### src/rtl/vlr_sel_pkg.sv
// Package: shared constants and the list-register state encoding for the
// pending list-register selector. Assumes 8-bit priorities throughout.
package vlr_sel_pkg;
    localparam int PRIO_W = 8;
    localparam int BPR_W  = 3;

    typedef enum logic [1:0] {
        LR_INVALID  = 2'b00,
        LR_PEND     = 2'b01,
        LR_ACT      = 2'b10,
        LR_PEND_ACT = 2'b11
    } lr_state_e;
endpackage

### src/rtl/vlr_scan.sv
// Module: vlr_scan
// Combinational scan over all list registers. It picks the pending entry
// with the lowest priority number; at equal priority an NMI entry beats a
// non-NMI choice. The running best starts at all-ones, so an ordinary entry
// at the weakest priority never wins. NMI_EN = 0 clears every NMI bit.
module vlr_scan
    import vlr_sel_pkg::*;
#(
    parameter int NUM_LR = 4,
    parameter int NMI_EN = 1,
    localparam int IDX_W = (NUM_LR > 1) ? $clog2(NUM_LR) : 1
) (
    input  logic [NUM_LR-1:0][1:0]        lr_state_i,
    input  logic [NUM_LR-1:0]             lr_group_i,
    input  logic [NUM_LR-1:0]             lr_nmi_i,
    input  logic [NUM_LR-1:0][PRIO_W-1:0] lr_prio_i,
    input  logic                          grp0_en_i,
    input  logic                          grp1_en_i,
    output logic [IDX_W-1:0]              best_idx_o,
    output logic                          best_valid_o,
    output logic [PRIO_W-1:0]             best_prio_o,
    output logic                          best_nmi_o,
    output logic                          best_grp_o
);
    localparam logic NMI_KEEP = (NMI_EN != 0);

    logic [NUM_LR-1:0] cand;
    logic [NUM_LR-1:0] eff_nmi;

    // Per-entry candidacy and effective NMI bit.
    for (genvar g = 0; g < NUM_LR; g++) begin : g_entry
        assign cand[g]    = (lr_state_i[g] == LR_PEND) &&
                            (lr_group_i[g] ? grp1_en_i : grp0_en_i);
        assign eff_nmi[g] = lr_nmi_i[g] & NMI_KEEP;
    end

    // Ascending scan keeping the strongest candidate seen so far.
    always_comb begin
        best_prio_o  = '1;
        best_nmi_o   = 1'b0;
        best_valid_o = 1'b0;
        best_idx_o   = '0;
        best_grp_o   = 1'b0;
        for (int i = 0; i < NUM_LR; i++) begin
            if (cand[i] && ((lr_prio_i[i] < best_prio_o) ||
                            ((lr_prio_i[i] == best_prio_o) && eff_nmi[i] && !best_nmi_o))) begin
                best_prio_o  = lr_prio_i[i];
                best_nmi_o   = eff_nmi[i];
                best_valid_o = 1'b1;
                best_idx_o   = IDX_W'(i);
                best_grp_o   = lr_group_i[i];
            end
        end
    end
endmodule

### src/rtl/vrun_prio.sv
// Module: vrun_prio
// Turns the active group-priority summary into a running priority. The
// lowest set bit k gives k << (8 - PRE_BITS). An active NMI forces 0x00.
// Assumes PRE_BITS is between 1 and 8.
module vrun_prio
    import vlr_sel_pkg::*;
#(
    parameter int PRE_BITS = 5,
    localparam int APR_W = 1 << PRE_BITS,
    localparam int SHIFT = PRIO_W - PRE_BITS
) (
    input  logic [APR_W-1:0]  apr_i,
    input  logic              act_nmi_i,
    output logic [PRIO_W-1:0] rprio_o,
    output logic              has_act_o
);
    // Descending walk so the last hit is the lowest set bit.
    always_comb begin
        rprio_o   = '1;
        has_act_o = 1'b0;
        for (int k = APR_W - 1; k >= 0; k--) begin
            if (apr_i[k]) begin
                rprio_o   = PRIO_W'(k << SHIFT);
                has_act_o = 1'b1;
            end
        end
        if (act_nmi_i) begin
            rprio_o   = '0;
            has_act_o = 1'b1;
        end
    end
endmodule

### src/rtl/vpre_chk.sv
// Module: vpre_chk
// Decides whether the selected entry may preempt. It applies the global
// enable, the priority mask (bypassed by NMI entries) and a masked
// comparison against the running priority, where an NMI may also win at
// equal masked priority when no NMI is active.
module vpre_chk
    import vlr_sel_pkg::*;
(
    input  logic              sel_valid_i,
    input  logic [PRIO_W-1:0] sel_prio_i,
    input  logic              sel_nmi_i,
    input  logic              sel_grp_i,
    input  logic              hyp_en_i,
    input  logic [PRIO_W-1:0] vpmr_i,
    input  logic [BPR_W-1:0]  bpr0_i,
    input  logic [BPR_W-1:0]  bpr1_i,
    input  logic [PRIO_W-1:0] rprio_i,
    input  logic              has_act_i,
    input  logic              act_nmi_i,
    output logic              can_pre_o
);
    logic [PRIO_W-1:0] gmask;
    logic [PRIO_W-1:0] cand_g;
    logic [PRIO_W-1:0] run_g;

    // Group priority mask built from the binary point of the entry's group.
    always_comb begin
        if (sel_grp_i) gmask = {PRIO_W{1'b1}} << bpr1_i;
        else           gmask = {PRIO_W{1'b1}} << ({1'b0, bpr0_i} + 4'd1);
        cand_g = sel_prio_i & gmask;
        run_g  = rprio_i & gmask;
    end

    // Preemption decision.
    always_comb begin
        can_pre_o = 1'b0;
        if (hyp_en_i && sel_valid_i && (sel_nmi_i || (sel_prio_i < vpmr_i))) begin
            if (!has_act_i)                                 can_pre_o = 1'b1;
            else if (cand_g < run_g)                        can_pre_o = 1'b1;
            else if ((cand_g == run_g) && sel_nmi_i && !act_nmi_i) can_pre_o = 1'b1;
        end
    end
endmodule

### src/rtl/vlr_pend_sel.sv
// Module: vlr_pend_sel (top)
// Selects the strongest pending virtual list-register entry, checks it for
// preemption and drives FIQ, IRQ or NMI. Every output is registered and
// follows the inputs one cycle later. The reset is synchronous, active low.
module vlr_pend_sel
    import vlr_sel_pkg::*;
#(
    parameter int NUM_LR   = 4,
    parameter int PRE_BITS = 5,
    parameter int NMI_EN   = 1,
    localparam int IDX_W = (NUM_LR > 1) ? $clog2(NUM_LR) : 1,
    localparam int APR_W = 1 << PRE_BITS
) (
    input  logic                          clk,
    input  logic                          rst_n,
    input  logic [NUM_LR-1:0][1:0]        lr_state_i,
    input  logic [NUM_LR-1:0]             lr_group_i,
    input  logic [NUM_LR-1:0]             lr_nmi_i,
    input  logic [NUM_LR-1:0][PRIO_W-1:0] lr_prio_i,
    input  logic                          grp0_en_i,
    input  logic                          grp1_en_i,
    input  logic                          hyp_en_i,
    input  logic [PRIO_W-1:0]             vpmr_i,
    input  logic [BPR_W-1:0]              bpr0_i,
    input  logic [BPR_W-1:0]              bpr1_i,
    input  logic [APR_W-1:0]              apr_i,
    input  logic                          act_nmi_i,
    output logic [IDX_W-1:0]              sel_idx_o,
    output logic                          sel_valid_o,
    output logic                          fiq_o,
    output logic                          irq_o,
    output logic                          nmi_o
);
    logic [IDX_W-1:0]  best_idx;
    logic              best_valid;
    logic [PRIO_W-1:0] best_prio;
    logic              best_nmi;
    logic              best_grp;
    logic [PRIO_W-1:0] rprio;
    logic              has_act;
    logic              can_pre;

    vlr_scan #(.NUM_LR(NUM_LR), .NMI_EN(NMI_EN)) u_scan (
        .lr_state_i   (lr_state_i),
        .lr_group_i   (lr_group_i),
        .lr_nmi_i     (lr_nmi_i),
        .lr_prio_i    (lr_prio_i),
        .grp0_en_i    (grp0_en_i),
        .grp1_en_i    (grp1_en_i),
        .best_idx_o   (best_idx),
        .best_valid_o (best_valid),
        .best_prio_o  (best_prio),
        .best_nmi_o   (best_nmi),
        .best_grp_o   (best_grp)
    );

    vrun_prio #(.PRE_BITS(PRE_BITS)) u_run (
        .apr_i     (apr_i),
        .act_nmi_i (act_nmi_i),
        .rprio_o   (rprio),
        .has_act_o (has_act)
    );

    vpre_chk u_pre (
        .sel_valid_i (best_valid),
        .sel_prio_i  (best_prio),
        .sel_nmi_i   (best_nmi),
        .sel_grp_i   (best_grp),
        .hyp_en_i    (hyp_en_i),
        .vpmr_i      (vpmr_i),
        .bpr0_i      (bpr0_i),
        .bpr1_i      (bpr1_i),
        .rprio_i     (rprio),
        .has_act_i   (has_act),
        .act_nmi_i   (act_nmi_i),
        .can_pre_o   (can_pre)
    );

    // Output registers: selection and routed interrupt lines.
    always_ff @(posedge clk) begin
        if (!rst_n) begin
            sel_idx_o   <= '0;
            sel_valid_o <= 1'b0;
            fiq_o       <= 1'b0;
            irq_o       <= 1'b0;
            nmi_o       <= 1'b0;
        end else begin
            sel_idx_o   <= best_idx;
            sel_valid_o <= best_valid;
            fiq_o       <= can_pre && !best_grp;
            irq_o       <= can_pre && best_grp && !best_nmi;
            nmi_o       <= can_pre && best_grp && best_nmi;
        end
    end
endmodule

### config.mk
export PLATFORM = sky130hd
export DESIGN_NAME = vlr_pend_sel
export DESIGN_NICKNAME = d
export VERILOG_FILES = /design/src/rtl/vlr_sel_pkg.sv /design/src/rtl/vlr_scan.sv /design/src/rtl/vrun_prio.sv /design/src/rtl/vpre_chk.sv /design/src/rtl/vlr_pend_sel.sv
export SDC_FILE = /design/constraint.sdc
export NUM_CORES = 1
export LEC_CHECK = 0
export BUFFER_PORTS_ARGS = -buffer_cell sky130_fd_sc_hd__buf_2
export CAP_MARGIN = 40
export CELL_PAD_IN_SITES_DETAIL_PLACEMENT = 0
export CELL_PAD_IN_SITES_GLOBAL_PLACEMENT = 1
export CORE_ASPECT_RATIO = 2
export CORE_MARGIN = 5
export CORE_UTILIZATION = 37
export DETAILED_ROUTE_END_ITERATION = 8
export HOLD_SLACK_MARGIN = 0.1
export PLACE_DENSITY = 0.95
export SETUP_SLACK_MARGIN = 0.1
export SLEW_MARGIN = 20
export SYNTH_ARGS = -nofsm -noshare
export SYNTH_HDL_FRONTEND = slang
export SYNTH_SLANG_ARGS = --single-unit
export TNS_END_PERCENT = 30
### constraint.sdc
create_clock -name clk -period 13.9 [get_ports clk]
set_input_delay 1.39 -clock clk [delete_from_list [all_inputs] [get_ports clk]]
set_output_delay 1.39 -clock clk [all_outputs]
set_load 0.05 [all_outputs]
==> run metrics <==
Setup violations, final 0; worst-path maximum fanout 13; syn_nets 493; CTS tree yes; Max VDD drop 0.0315 mV; initial core utilization 0.378; ys flop type dfxtp_1; min Tclk post-route 11.47 ns; Synth cell types 61; I/O Buffers 105; Leak 1.51 nW; Post-CTS Setup Repair Bufs 0; Final period util 0.825; PwrDens 53.3 nW/µm²; fmax 0.0872 GHz; crit path buf inv count 2; initial antenna violation count 1; die area 8600 µm²; Max stage delay on crit path 0.73 ns; DRT Pass-1 Iters 4; area growth from synthesis to layout 26.8%; H-tree lvl count 1; clock buffer depth 2; commonest non-fill, non-tap cell in the layout buf_2; first-pass GRT wire length 15.3 mm; DRT iter0 DRCs 156; syn_area_per_cell 7.05 µm²; Final Hold Vio Count 0; number of cells on the critical path 37; Critical Path AT 11.57 ns; CTS Hold Bufs 0; Setup crit start kind input pin; DR vias/cell 6.12; Die Ht 126 µm; worst hold slack 1.40 ns; Nets 595; CTS root buf clkbuf_16; fin. max-slew vios 0; status finished clean; clock buffer count from CTS 3; CTS Sinks 6; row count 42; Max-cap violations 0; Syn Std Cell Area 2500 µm²; Post-synth EDFFs 0; via count 3329; Final Wtd Congestion 0.985; clock slew at reported path FFs 0.03 ns; FFs w/ async S/R, synth 0; DRC violations left 0; Slew @ Worst Pin 0.914 ns; Final ANT Viol Nets 0; hold depth 2; unrepaired setup endpoints after global routing false; hold endpoint sel_valid_o$_SDFF_PN0_; setup TNS 0 ns; die width 68.1 µm; most frequent cells in the layout buf_2, ha_1, o21ai_0, nor2_1, inv_1; vias in the first global route 3512; grt total ovfl 0; CTS resizes 0; Mapped Cells 355; Critical Path RT 14.00 ns; CP dominant cell by count ha_1; hold path startpoint rst_n; post-route cell area 3170 µm²; critical path's top delay family simple AND/OR/NAND/NOR gates; sequential area share after synthesis 0.0480; Core Box Area 6620 µm²; largest net degree at the start of global routing 18; layout cells sized above 1 0.268; crit end category flip-flop; Routed WL per cell 18.3 µm; worst hold path type in2reg; Rel. slew slack 0.390; wire length after detailed routing 9.95 mm; dpl hpwl 8.77 mm; Placement Cell Area 3090 µm²; critical path's slowest cell a21oi_1; GRT Overall Usage 0.233; Synth Register Bits 6; crit path kind in2reg; YS warnings 0; IO Pins 106
-- synth_stat cells (8+ instances only) --
library cell	count	area share
nand3_1	8	0.016
nand2_1	21	0.032
a21o_1	10	0.030
ha_1	38	0.19
a21oi_1	22	0.044
inv_1	23	0.035
o21a_1	9	0.027
nor2_1	33	0.050
o21ai_0	35	0.070
nand4_1	13	0.033
-- metrics by stage --
| stage | setup slack, ns | utilization | total power [mW] | instances |
|---|---|---|---|---|
| final | 2.43 | 0.479 | 0.169 | 544 |
| after floorplan | 4.37 | - | 0.0808 | 355 |
| after CTS | 2.71 | 0.479 | 0.168 | 543 |
| after detailed placement | 2.51 | 0.467 | 0.121 | 540 |
| after global placement | 2.84 | 0.467 | 0.119 | 540 |
| after global routing | 1.69 | 0.479 | 0.182 | 544 |
-- worst max path at each step --
stage | start | end | slack [ns]
2_1_floorplan | lr_group_i[0] | irq_o$_SDFF_PN0_ | 4.37
3_3_place_gp | lr_group_i[0] | irq_o$_SDFF_PN0_ | 2.84
3_5_place_dp | lr_group_i[0] | irq_o$_SDFF_PN0_ | 2.51
4_1_cts | lr_group_i[0] | irq_o$_SDFF_PN0_ | 2.71
5_1_grt | lr_state_i[0] | irq_o$_SDFF_PN0_ | 1.69
6_report | lr_state_i[1] | irq_o$_SDFF_PN0_ | 2.43
-- sequential cells by signal, indices dropped and copies added, names as in the netlist --
| name | flops |
|---|---|
| irq_o | 1 |
| fiq_o | 1 |
| sel_valid_o | 1 |
| sel_idx_o | 2 |
| nmi_o | 1 |
-- per-layer routing --
metal	wire (µm)	vias up	global-route usage
li1	-	1584	-
met1	2880	1511	0.181
met2	5330	163	0.429
met3	618	71	0.0419
met4	1110	0	0.233
met5	0	-	0
-- where the power goes --
group,switching [mW],internal [mW]
registers,0.000177,0.0181
clock network,0.00979,0.0369
logic,0.0594,0.0445
total,0.0694,0.0995
-- logic make-up after synthesis --
kind of cell / after synthesis / synth area share
simple gates: 135 / 0.302
compound gates: 133 / 0.359
fa+ha+maj: 38 / 0.190
buf+inv: 32 / 0.0545
mux: 10 / 0.0430
flops: 6 / 0.0480
xor+xnor: 1 / 0.00350
-- cell type report --
type,instances,area [µm²]
Tap cell,88,110
Inverter,23,86.3
Sequential cell,6,120
Fill cell,720,3450
Clock buffer,3,75.1
Multi-Input combinational cell,317,2240
Antenna cell,1,2.50
Timing Repair Buffer,106,533
Note: power is estimated with default switching activity, not from simulation.
